$ cat src/rtl/ufc_pkg.sv
package ufc_pkg;

    typedef enum logic [1:0] {
        FS_EMPTY = 2'd0,
        FS_PART  = 2'd1,
        FS_FULL  = 2'd2
    } fifo_st_e;

    localparam int unsigned EN_BIT    = 0;
    localparam int unsigned RXRST_BIT = 1;
    localparam int unsigned TXRST_BIT = 2;
    localparam int unsigned DMA_BIT   = 3;
    localparam int unsigned TRIG_LSB  = 6;

    function automatic logic [4:0] trig_threshold(input logic [1:0] code);
        logic [4:0] thr;
        case (code)
            2'b00:   thr = 5'd1;
            2'b01:   thr = 5'd4;
            2'b10:   thr = 5'd8;
            default: thr = 5'd14;
        endcase
        return thr;
    endfunction

endpackage

$ cat src/rtl/ufc_byte_fifo.sv
module ufc_byte_fifo
    import ufc_pkg::*;
#(
    parameter int DEPTH  = 16,
    parameter int DATA_W = 8,
    parameter int LVL_W  = $clog2(DEPTH + 1)
) (
    input  logic              clk,
    input  logic              rst_n,
    input  logic              flush,
    input  logic              push,
    input  logic [DATA_W-1:0] push_data,
    input  logic              pop,
    output logic [DATA_W-1:0] pop_data,
    output logic [LVL_W-1:0]  level,
    output logic              empty,
    output logic              full,
    output logic              overrun
);
    localparam int AW = (DEPTH > 1) ? $clog2(DEPTH) : 1;

    fifo_st_e          st, st_nxt;
    logic [AW-1:0]     wr_ptr, rd_ptr;
    logic [DATA_W-1:0] mem [DEPTH];
    logic              do_push, do_pop;

    function automatic logic [AW-1:0] ptr_inc(input logic [AW-1:0] p);
        return (p == AW'(DEPTH - 1)) ? '0 : p + 1'b1;
    endfunction

    assign do_push = push && (st != FS_FULL) && !flush;
    assign do_pop  = pop  && (st != FS_EMPTY) && !flush;

    // next-state logic
    always_comb begin
        st_nxt = st;
        if (flush) begin
            st_nxt = FS_EMPTY;
        end else begin
            unique case (st)
                FS_EMPTY: if (do_push) st_nxt = FS_PART;
                FS_PART: begin
                    if (do_push && !do_pop && level == LVL_W'(DEPTH - 1))
                        st_nxt = FS_FULL;
                    else if (do_pop && !do_push && level == LVL_W'(1))
                        st_nxt = FS_EMPTY;
                end
                FS_FULL:  if (do_pop) st_nxt = FS_PART;
                default:  st_nxt = FS_EMPTY;
            endcase
        end
    end

    // state register
    always_ff @(posedge clk or negedge rst_n) begin
        if (!rst_n) st <= FS_EMPTY;
        else        st <= st_nxt;
    end

    // outputs
    always_comb begin
        empty = (st == FS_EMPTY);
        full  = (st == FS_FULL);
    end

    // pointers, level, overrun, read data
    always_ff @(posedge clk or negedge rst_n) begin
        if (!rst_n) begin
            wr_ptr   <= '0;
            rd_ptr   <= '0;
            level    <= '0;
            overrun  <= 1'b0;
            pop_data <= '0;
        end else if (flush) begin
            wr_ptr  <= '0;
            rd_ptr  <= '0;
            level   <= '0;
            overrun <= 1'b0;
        end else begin
            if (do_push) wr_ptr <= ptr_inc(wr_ptr);
            if (do_pop) begin
                rd_ptr   <= ptr_inc(rd_ptr);
                pop_data <= mem[rd_ptr];
            end
            if (do_push && !do_pop)      level <= level + LVL_W'(1);
            else if (do_pop && !do_push) level <= level - LVL_W'(1);
            if (push && st == FS_FULL)   overrun <= 1'b1;
        end
    end

    always_ff @(posedge clk) begin
        if (do_push) mem[wr_ptr] <= push_data;
    end

endmodule

$ cat src/rtl/ufc_ctrl_reg.sv
module ufc_ctrl_reg
    import ufc_pkg::*;
(
    input  logic       clk,
    input  logic       rst_n,
    input  logic       we,
    input  logic [7:0] wdata,
    output logic [7:0] rdata,
    output logic       fifo_en,
    output logic       dma_mode,
    output logic [1:0] trig_code,
    output logic       tx_flush,
    output logic       rx_flush
);
    always_ff @(posedge clk or negedge rst_n) begin
        if (!rst_n) begin
            fifo_en   <= 1'b0;
            dma_mode  <= 1'b0;
            trig_code <= 2'b00;
        end else if (we) begin
            fifo_en   <= wdata[EN_BIT];
            dma_mode  <= wdata[DMA_BIT];
            trig_code <= wdata[TRIG_LSB +: 2];
        end
    end

    // flush strobes act in the write cycle only; never stored
    assign tx_flush = we && wdata[EN_BIT] && wdata[TXRST_BIT];
    assign rx_flush = we && wdata[EN_BIT] && wdata[RXRST_BIT];

    always_comb begin
        rdata                 = '0;
        rdata[EN_BIT]         = fifo_en;
        rdata[DMA_BIT]        = dma_mode;
        rdata[TRIG_LSB +: 2]  = trig_code;
    end

endmodule

$ cat src/rtl/ufc_rx_trigger.sv
module ufc_rx_trigger
    import ufc_pkg::*;
#(
    parameter int LVL_W = 5
) (
    input  logic [LVL_W-1:0] level,
    input  logic [1:0]       trig_code,
    output logic             irq
);
    always_comb begin
        irq = (32'(level) >= 32'(trig_threshold(trig_code)));
    end
endmodule

$ cat src/rtl/uart_fifo_ctrl.sv
module uart_fifo_ctrl
    import ufc_pkg::*;
#(
    parameter int DEPTH  = 16,
    parameter int DATA_W = 8,
    parameter int LVL_W  = $clog2(DEPTH + 1)
) (
    input  logic              clk,
    input  logic              rst_n,
    input  logic              cfg_we,
    input  logic [7:0]        cfg_wdata,
    output logic [7:0]        cfg_rdata,
    output logic              fifo_en,
    output logic              dma_mode,
    input  logic              tx_push,
    input  logic [DATA_W-1:0] tx_push_data,
    input  logic              tx_pop,
    output logic [DATA_W-1:0] tx_pop_data,
    output logic [LVL_W-1:0]  tx_level,
    output logic              tx_empty,
    output logic              tx_full,
    output logic              tx_overrun,
    input  logic              rx_push,
    input  logic [DATA_W-1:0] rx_push_data,
    input  logic              rx_pop,
    output logic [DATA_W-1:0] rx_pop_data,
    output logic [LVL_W-1:0]  rx_level,
    output logic              rx_empty,
    output logic              rx_full,
    output logic              rx_overrun,
    output logic              rx_irq
);
    logic [1:0] trig_code;
    logic       tx_flush, rx_flush;

    ufc_ctrl_reg u_ctrl (
        .clk       (clk),
        .rst_n     (rst_n),
        .we        (cfg_we),
        .wdata     (cfg_wdata),
        .rdata     (cfg_rdata),
        .fifo_en   (fifo_en),
        .dma_mode  (dma_mode),
        .trig_code (trig_code),
        .tx_flush  (tx_flush),
        .rx_flush  (rx_flush)
    );

    ufc_byte_fifo #(.DEPTH(DEPTH), .DATA_W(DATA_W), .LVL_W(LVL_W)) u_tx_fifo (
        .clk       (clk),
        .rst_n     (rst_n),
        .flush     (tx_flush),
        .push      (tx_push),
        .push_data (tx_push_data),
        .pop       (tx_pop),
        .pop_data  (tx_pop_data),
        .level     (tx_level),
        .empty     (tx_empty),
        .full      (tx_full),
        .overrun   (tx_overrun)
    );

    ufc_byte_fifo #(.DEPTH(DEPTH), .DATA_W(DATA_W), .LVL_W(LVL_W)) u_rx_fifo (
        .clk       (clk),
        .rst_n     (rst_n),
        .flush     (rx_flush),
        .push      (rx_push),
        .push_data (rx_push_data),
        .pop       (rx_pop),
        .pop_data  (rx_pop_data),
        .level     (rx_level),
        .empty     (rx_empty),
        .full      (rx_full),
        .overrun   (rx_overrun)
    );

    ufc_rx_trigger #(.LVL_W(LVL_W)) u_trig (
        .level     (rx_level),
        .trig_code (trig_code),
        .irq       (rx_irq)
    );

endmodule

$ cat config.mk
export PLATFORM = sky130hd
export DESIGN_NAME = uart_fifo_ctrl
export DESIGN_NICKNAME = d
export VERILOG_FILES = /design/src/rtl/ufc_pkg.sv /design/src/rtl/ufc_byte_fifo.sv /design/src/rtl/ufc_ctrl_reg.sv /design/src/rtl/ufc_rx_trigger.sv /design/src/rtl/uart_fifo_ctrl.sv
export SDC_FILE = /design/constraint.sdc
export NUM_CORES = 1
export LEC_CHECK = 0
export BUFFER_PORTS_ARGS = -buffer_cell sky130_fd_sc_hd__buf_2
export CAP_MARGIN = 15
export CORE_MARGIN = 10
export CORE_UTILIZATION = 50
export CTS_CLUSTER_DIAMETER = 40
export DETAILED_ROUTE_END_ITERATION = 16
export PLACE_DENSITY = 0.75
export SYNTH_ARGS = -nofsm -noshare
export SYNTH_HDL_FRONTEND = slang
export SYNTH_HIERARCHICAL = 1
export SYNTH_SLANG_ARGS = --single-unit
$ cat constraint.sdc
create_clock -name clk -period 4.75 [get_ports clk]
set_input_delay 0 -clock clk [delete_from_list [all_inputs] [get_ports clk]]
set_output_delay 0 -clock clk [all_outputs]
set_load 0.005 [all_outputs]
Word-level counts from Yosys, hierarchy flattened
Memory sizes are Yosys's and may differ from the RTL's. A register that Yosys moved wholly into a read port is not among the register bits.
Cells that the tools add are included.
{"block": "totals", "regBits": 36, "latch_bits": 0, "ram_bits": 256, "mem_bits_ro": 0, "in_bits": 31, "output_inout_bits": 43, "elab_cells": 133, "n_memories": 2}
{"name": "u_rx_fifo.mem", "words": 16, "word_bits": 8, "read_ports": 1, "rd_clocked_by_memory_dff": 1, "write_ports": 1, "line": "ufc_byte_fifo.sv:24", "rtl": "logic [DATA_W-1:0] mem [DEPTH];"}
{"name": "u_tx_fifo.mem", "words": 16, "word_bits": 8, "read_ports": 1, "rd_clocked_by_memory_dff": 1, "write_ports": 1, "line": "ufc_byte_fifo.sv:24"}
{"block": "op_classes", "add_sub_neg": 8, "multipliers": 0, "div": 0, "n_lt_le_gt_ge": 1, "n_eq_ne": 22, "shift": 0, "n_mux": 39, "bitwise": 2, "n_reduce_logical": 46}
{"operator": "two-way mux 4 bit", "count": 12}
{"operator": "two-way mux 5 bit", "count": 6}
{"operator": "logical AND 1 bit", "count": 21}
{"operator": "two-way mux 2 bit", "count": 10}
{"operator": "adder 4 x 1 -> 4 bit (second input constant)", "count": 4}
{"operator": "== test 4 bit (second input constant)", "count": 4}
{"operator": "nonzero test 2 bit", "count": 8}
{"operator": "!= test 3 x 1 -> 1 bit (second input constant)", "count": 4}
{"operator": "one-hot mux 2 bit (3 select lines)", "count": 2}
{"operator": "one-hot mux 4 bit (3 select lines)", "count": 1}
{"operator": "adder 5 x 1 -> 5 bit (second input constant)", "count": 2}
{"operator": "== test 5 x 1 -> 1 bit (second input constant)", "count": 2}
{"operator": "== test 5 x 4 -> 1 bit (second input constant)", "count": 2}
{"operator": "subtractor 5 x 1 -> 5 bit (second input constant)", "count": 2}
{"operator": "zero test 1 bit", "count": 8}
{"operator": "two-way mux 1 bit", "count": 8}
{"operator": "!= test 4 x 1 -> 1 bit (second input constant)", "count": 2}
{"operator": "== test 2 x 1 -> 1 bit (second input constant)", "count": 3}
{"operator": "== test 2 bit (second input constant)", "count": 3}
{"operator": "zero test 2 bit", "count": 3}
{"operator": "AND reduction 3 bit", "count": 2}
{"operator": "nonzero test 3 bit", "count": 2}
{"operator": ">= comparator 5 x 4 -> 1 bit", "count": 1}
{"operator": "!= test 2 bit (second input constant)", "count": 2}
{"operator": "other kinds (2)", "count": 4}

Logic depth before layout (Yosys ltp)
{"block": "depth", "ltp_word": 11, "ltp_mapped": 7, "ltp_nobuf": 6}

Cells and area by module
The synthesis kept the hierarchy.
{"module": "ufc_byte_fifo (u_rx_fifo)", "instances": 1, "cells_each": 381, "area_each_um2": 6461.2, "seq_area_each_um2": 4444.3}
{"module": "ufc_byte_fifo (u_tx_fifo)", "instances": 1, "cells_each": 355, "area_each_um2": 6374.9, "seq_area_each_um2": 4444.3}
{"module": "ufc_ctrl_reg", "instances": 1, "cells_each": 19, "area_each_um2": 224.0, "seq_area_each_um2": 100.1}
{"module": "ufc_rx_trigger", "instances": 1, "cells_each": 15, "area_each_um2": 115.1, "seq_area_each_um2": 0.0}

Worst setup path before layout
No wires, ideal clock.
{"block": "synth_path", "kind": "register to register", "from": "reg u_tx_fifo.st[1]", "to": "mem u_tx_fifo.mem[3][0] (enable)", "setup_time_ns": 0.383, "arrival_time_ns": 1.631, "t_required_ns": 4.367, "path_slack_ns": 2.735, "stages_incl_launch_ff": 6, "n_path_buf": 0, "synth_period_minus_slack_ns": 2.015, "cell_sequence": "dfrtp_1 -> nand2b_4 -> inv_4 -> nor2_1 -> nand3_1 -> nor3_1"}
{"block": "synth_via", "elab_chain_cells": 5}
{"element": "from (decl)", "line": "ufc_byte_fifo.sv:22", "rtl": "fifo_st_e st, st_nxt;"}
{"element": "from (signal assigned)", "line": "ufc_byte_fifo.sv:57", "rtl": "else st <= st_nxt;"}
{"element": "!= test 2 bit", "line": "ufc_byte_fifo.sv:31", "rtl": "assign do_push = push && (st != FS_FULL) && !flush;"}
{"element": "logical AND 1 bit (2 in series)", "line": "ufc_byte_fifo.sv:31"}
{"element": "two-way mux 1 bit", "line": "ufc_byte_fifo.sv:92", "rtl": "if (do_push) mem[wr_ptr] <= push_data;"}
{"element": "two-way mux 1 bit (not written as such)", "line": "ufc_byte_fifo.sv:92"}
{"element": "to (decl)", "line": "ufc_byte_fifo.sv:24"}
No other way between the ends.

==> metrics.md <==
| Metric | Value |
|---|---|
| Number of clock sinks | `308` |
| TNS Setup | `0 ns` |
| Tmin final | `2.69 ns` |
| Die ar. | `0.0332 sq mm` |
| Met2 Wirelength | `13.6 mm` |
| CTS root buf | `clkbuf_16` |
| Final core occ | `59.1%` |
| First-pass DRT Iterations | `5` |
| RSZ-0062 raised after global routing | `false` |
| Initial antenna violation count | `0` |
| IO Pins | `74` |
| Critical path launch point type | `flop` |
| Switching Fraction | `29.4%` |
| Max rail drop VDD | `0.406 mV` |
| Fmax | `372 MHz` |
| Commonest cells after routing, fill and taps aside | `edfxtp_1, buf_2, dfrtp_1, nor2_1, nand2_1` |
| Area of the multi-input gates | `0.00380 sq mm` |
| Layout cells sized above 1 | `22.3%` |
| Mapped cell area | `0.0132 sq mm` |
| Clock Latency Late Sink | `0.53 ns` |
| Detailed placement HPWL | `16.2 mm` |
| Synth Instances | `770` |
| Met1 wire length | `10.9 mm` |
| WL met3 | `1.52 mm` |
| Comb pwr share | `23.1%` |
| Die X | `182 microns` |
| Int Pwr | `5.98 mW` |
| PwrDens | `552 mW/mm^2` |
| Via total after detailed routing | `7215` |
| Asr flop ratio synth | `16.9%` |
| Maximum root-to-sink buffer count | `3` |
| # fillers | `1891` |
| First-pass GRT wire length | `41.5 mm` |
| CP max FO | `24` |
| DR DRC count | `0` |
| Die Ht | `182 microns` |
| Tot GR Track Use | `15.8%` |
| Synthesized flop and latch total | `308` |
| Sequential power share | `42.5%` |
| H-tree levels | `2` |
| Routed WL | `26.7 mm` |
| RePlAce Congestion | `0.805` |
| Total of max-cap violations | `0` |
| Fin crit share | `56.6%` |
| Clock network power share | `34.5%` |
| Skew final | `0.0268 ns` |
| 1st-iter DRT viols | `612` |
| Commonest non-fill, non-tap cell in the layout | `edfxtp_1` |
| DR WL/cell | `21.5 microns` |
| Slew headroom | `23.8%` |
| Synth Flop Type | `edfxtp_1` |
| Critical path class | `reg2reg` |
| TritonCTS clock tree | `done` |
| Port bufs | `67` |
| Synth warnings | `6` |
| Endpoints failing hold | `0` |
| Critical path data arrival time | `3.05 ns` |
| Slew Viols, Final | `0` |
| Layout Area Growth over Synthesis | `16.5%` |
| ANT cells | `0` |
| Top layer in use | `met4` |
| Number of flops mapped to enable cells by yosys | `256` |
| Leak Pwr | `5.56 nW` |
| Largest net degree at the start of global routing | `53` |
| Unique masters post-synth | `71` |
| Final ANT Viol Nets | `0` |
| CP Data Required Time | `5.11 ns` |
| Final setup fails | `0` |
| Grt ovf | `0` |
| Syn avg cell area | `17.1 sq um` |
| Sequential cell area | `0.00899 sq mm` |
| Worst Max-Slew Pin Slew | `1.14 ns` |
| Vias in the first global route | `7254` |
| Sequential-to-total area share from yosys stat | `68.2%` |
| Share of the synthesized area in the top cell type | `58.3%` |
| P_sw | `2.49 mW` |
| Min-delay worst type | `in2reg` |
| Total power after layout | `8.47 mW` |
| CTS clock-pin slew for the worst setup and hold paths | `0.06 ns` |
| Cell Rows | `59` |
| Top cells by area, synth | `edfxtp_1, dfrtp_1, mux4_1` |
| CTS Buf Count | `38` |
| Largest area contributor in the synthesized netlist | `edfxtp_1` |
| Crit. End Element | `flop` |
| Initial Utilization | `50.7%` |
| Area after DPL | `0.0137 sq mm` |
| Via density | `5.81` |
| Finished Cell Area | `0.0154 sq mm` |
| Core area | `0.0260 sq mm` |
| Status | `completed` |
| NumNets Final | `931` |
## cell usage after synthesis, drive strengths merged, types with 2 or more instances
cell	count
a32oi	2
xor2	4
nand4b	2
dfrtp	52
inv	19
a41oi	4
a2111oi	2
ha	22
clkbuf	11
nand3	14
nand4	2
nor4	2
nor2	49
mux4	58
and2	7
edfxtp	256
o22a	3
nand2	49
a211oi	5
a21oi	18
a221o	2
nand2b	8
o211ai	10
xnor2	4
o21ai	9
a31oi	4
mux2i	31
buf	34
o221ai	7
o21a	2
or3	3
nor2b	10
mux2	12
or2	2
and3	13
nor3	13
nor3b	3
a22oi	5
a21o	6
## registers in the layout, summed over array words and instances (netlist names), 2 cells and up
register	count
u_tx_fifo/mem	128
u_tx_fifo/rd_ptr	4
u_rx_fifo/pop_data	8
u_rx_fifo/wr_ptr	4
u_rx_fifo/st	2
u_ctrl/trig_code	2
u_tx_fifo/pop_data	8
u_rx_fifo/mem	128
u_tx_fifo/st	2
u_rx_fifo/rd_ptr	4
u_rx_fifo/level	5
u_tx_fifo/wr_ptr	4
u_tx_fifo/level	5
## logic make-up (layout without fill, tap and decap cells)
group	Yosys count	after routing	synth area share, %
xor+xnor	8	8	0.532
buf+inv	64	198	3.04
flops	308	308	68.2
compound gates	86	86	5.16
fa+ha+maj	22	22	2.09
mux	101	101	14.2
simple gates	180	180	6.70
other cells	1	4	0.0285
## power by group through the flow
stage                     sequential, mW  clock [mW]  combinational, mW
after floorplan                     3.49           0               1.51
after global placement              3.71           0               1.77
after detailed placement            3.73           0               1.80
after CTS                           3.68        2.98               1.85
after global routing                3.64        3.09               2.14
final                               3.60        2.92               1.95
## stage by stage
step / hold WS [ns] / instances / setup slack [ns]
after floorplan: -0.296 / 773 / 2.74
after global placement: 0.179 / 1137 / 1.97
after detailed placement: 0.192 / 1137 / 1.92
after CTS: 0.113 / 1237 / 1.87
after global routing: 0.148 / 1242 / 1.95
final: 0.139 / 1242 / 2.06
## final timing paths
check	start	end	slack, ns	depth (start not counted)
worst max register to register	u_rx_fifo/rd_ptr[0]	u_rx_fifo/pop_data[4]	2.06	4
worst max-delay path	u_rx_fifo/rd_ptr[0]	u_rx_fifo/pop_data[4]	2.06	4
worst min-delay path	cfg_wdata[1]	u_rx_fifo/rd_ptr[3]	0.14	3
worst min register to register	u_tx_fifo/pop_data[1]	u_tx_fifo/pop_data[1]	0.49	2
max in group asynchronous	rst_n	u_tx_fifo/rd_ptr[1]	4.09	3
min in group asynchronous	rst_n	u_tx_fifo/pop_data[5]	0.16	3
## routing by layer
metal	vias up	global-route usage, %
met1	3688	19.8
met2	219	26.7
met3	56	3.28
met4	0	5.92
li1	3252	-
met5	-	0
## repair_timing
item / in CTS / in global routing
setup buffers: 0 / 0
hold endpoints to repair: 324 / 0
hold buffers: 31 / 0
gates resized for setup: 0 / 0
## worst max-delay path: stages (launching register included)
cell      delay [ns]
dfrtp_1         1.09
buf_4           0.42
mux4_1          0.66
o211ai_1        0.19
a41oi_1         0.14
## area by class of cell
class	count	area share [%]
timing repair buffer	110	4.97
multi-input combinational	401	24.7
sequential	308	58.5
inverter	19	0.481
clock inverter	28	2.07
tap	335	2.73
clock buffer	41	6.47
Note: power is estimated with default switching activity, not from simulation.
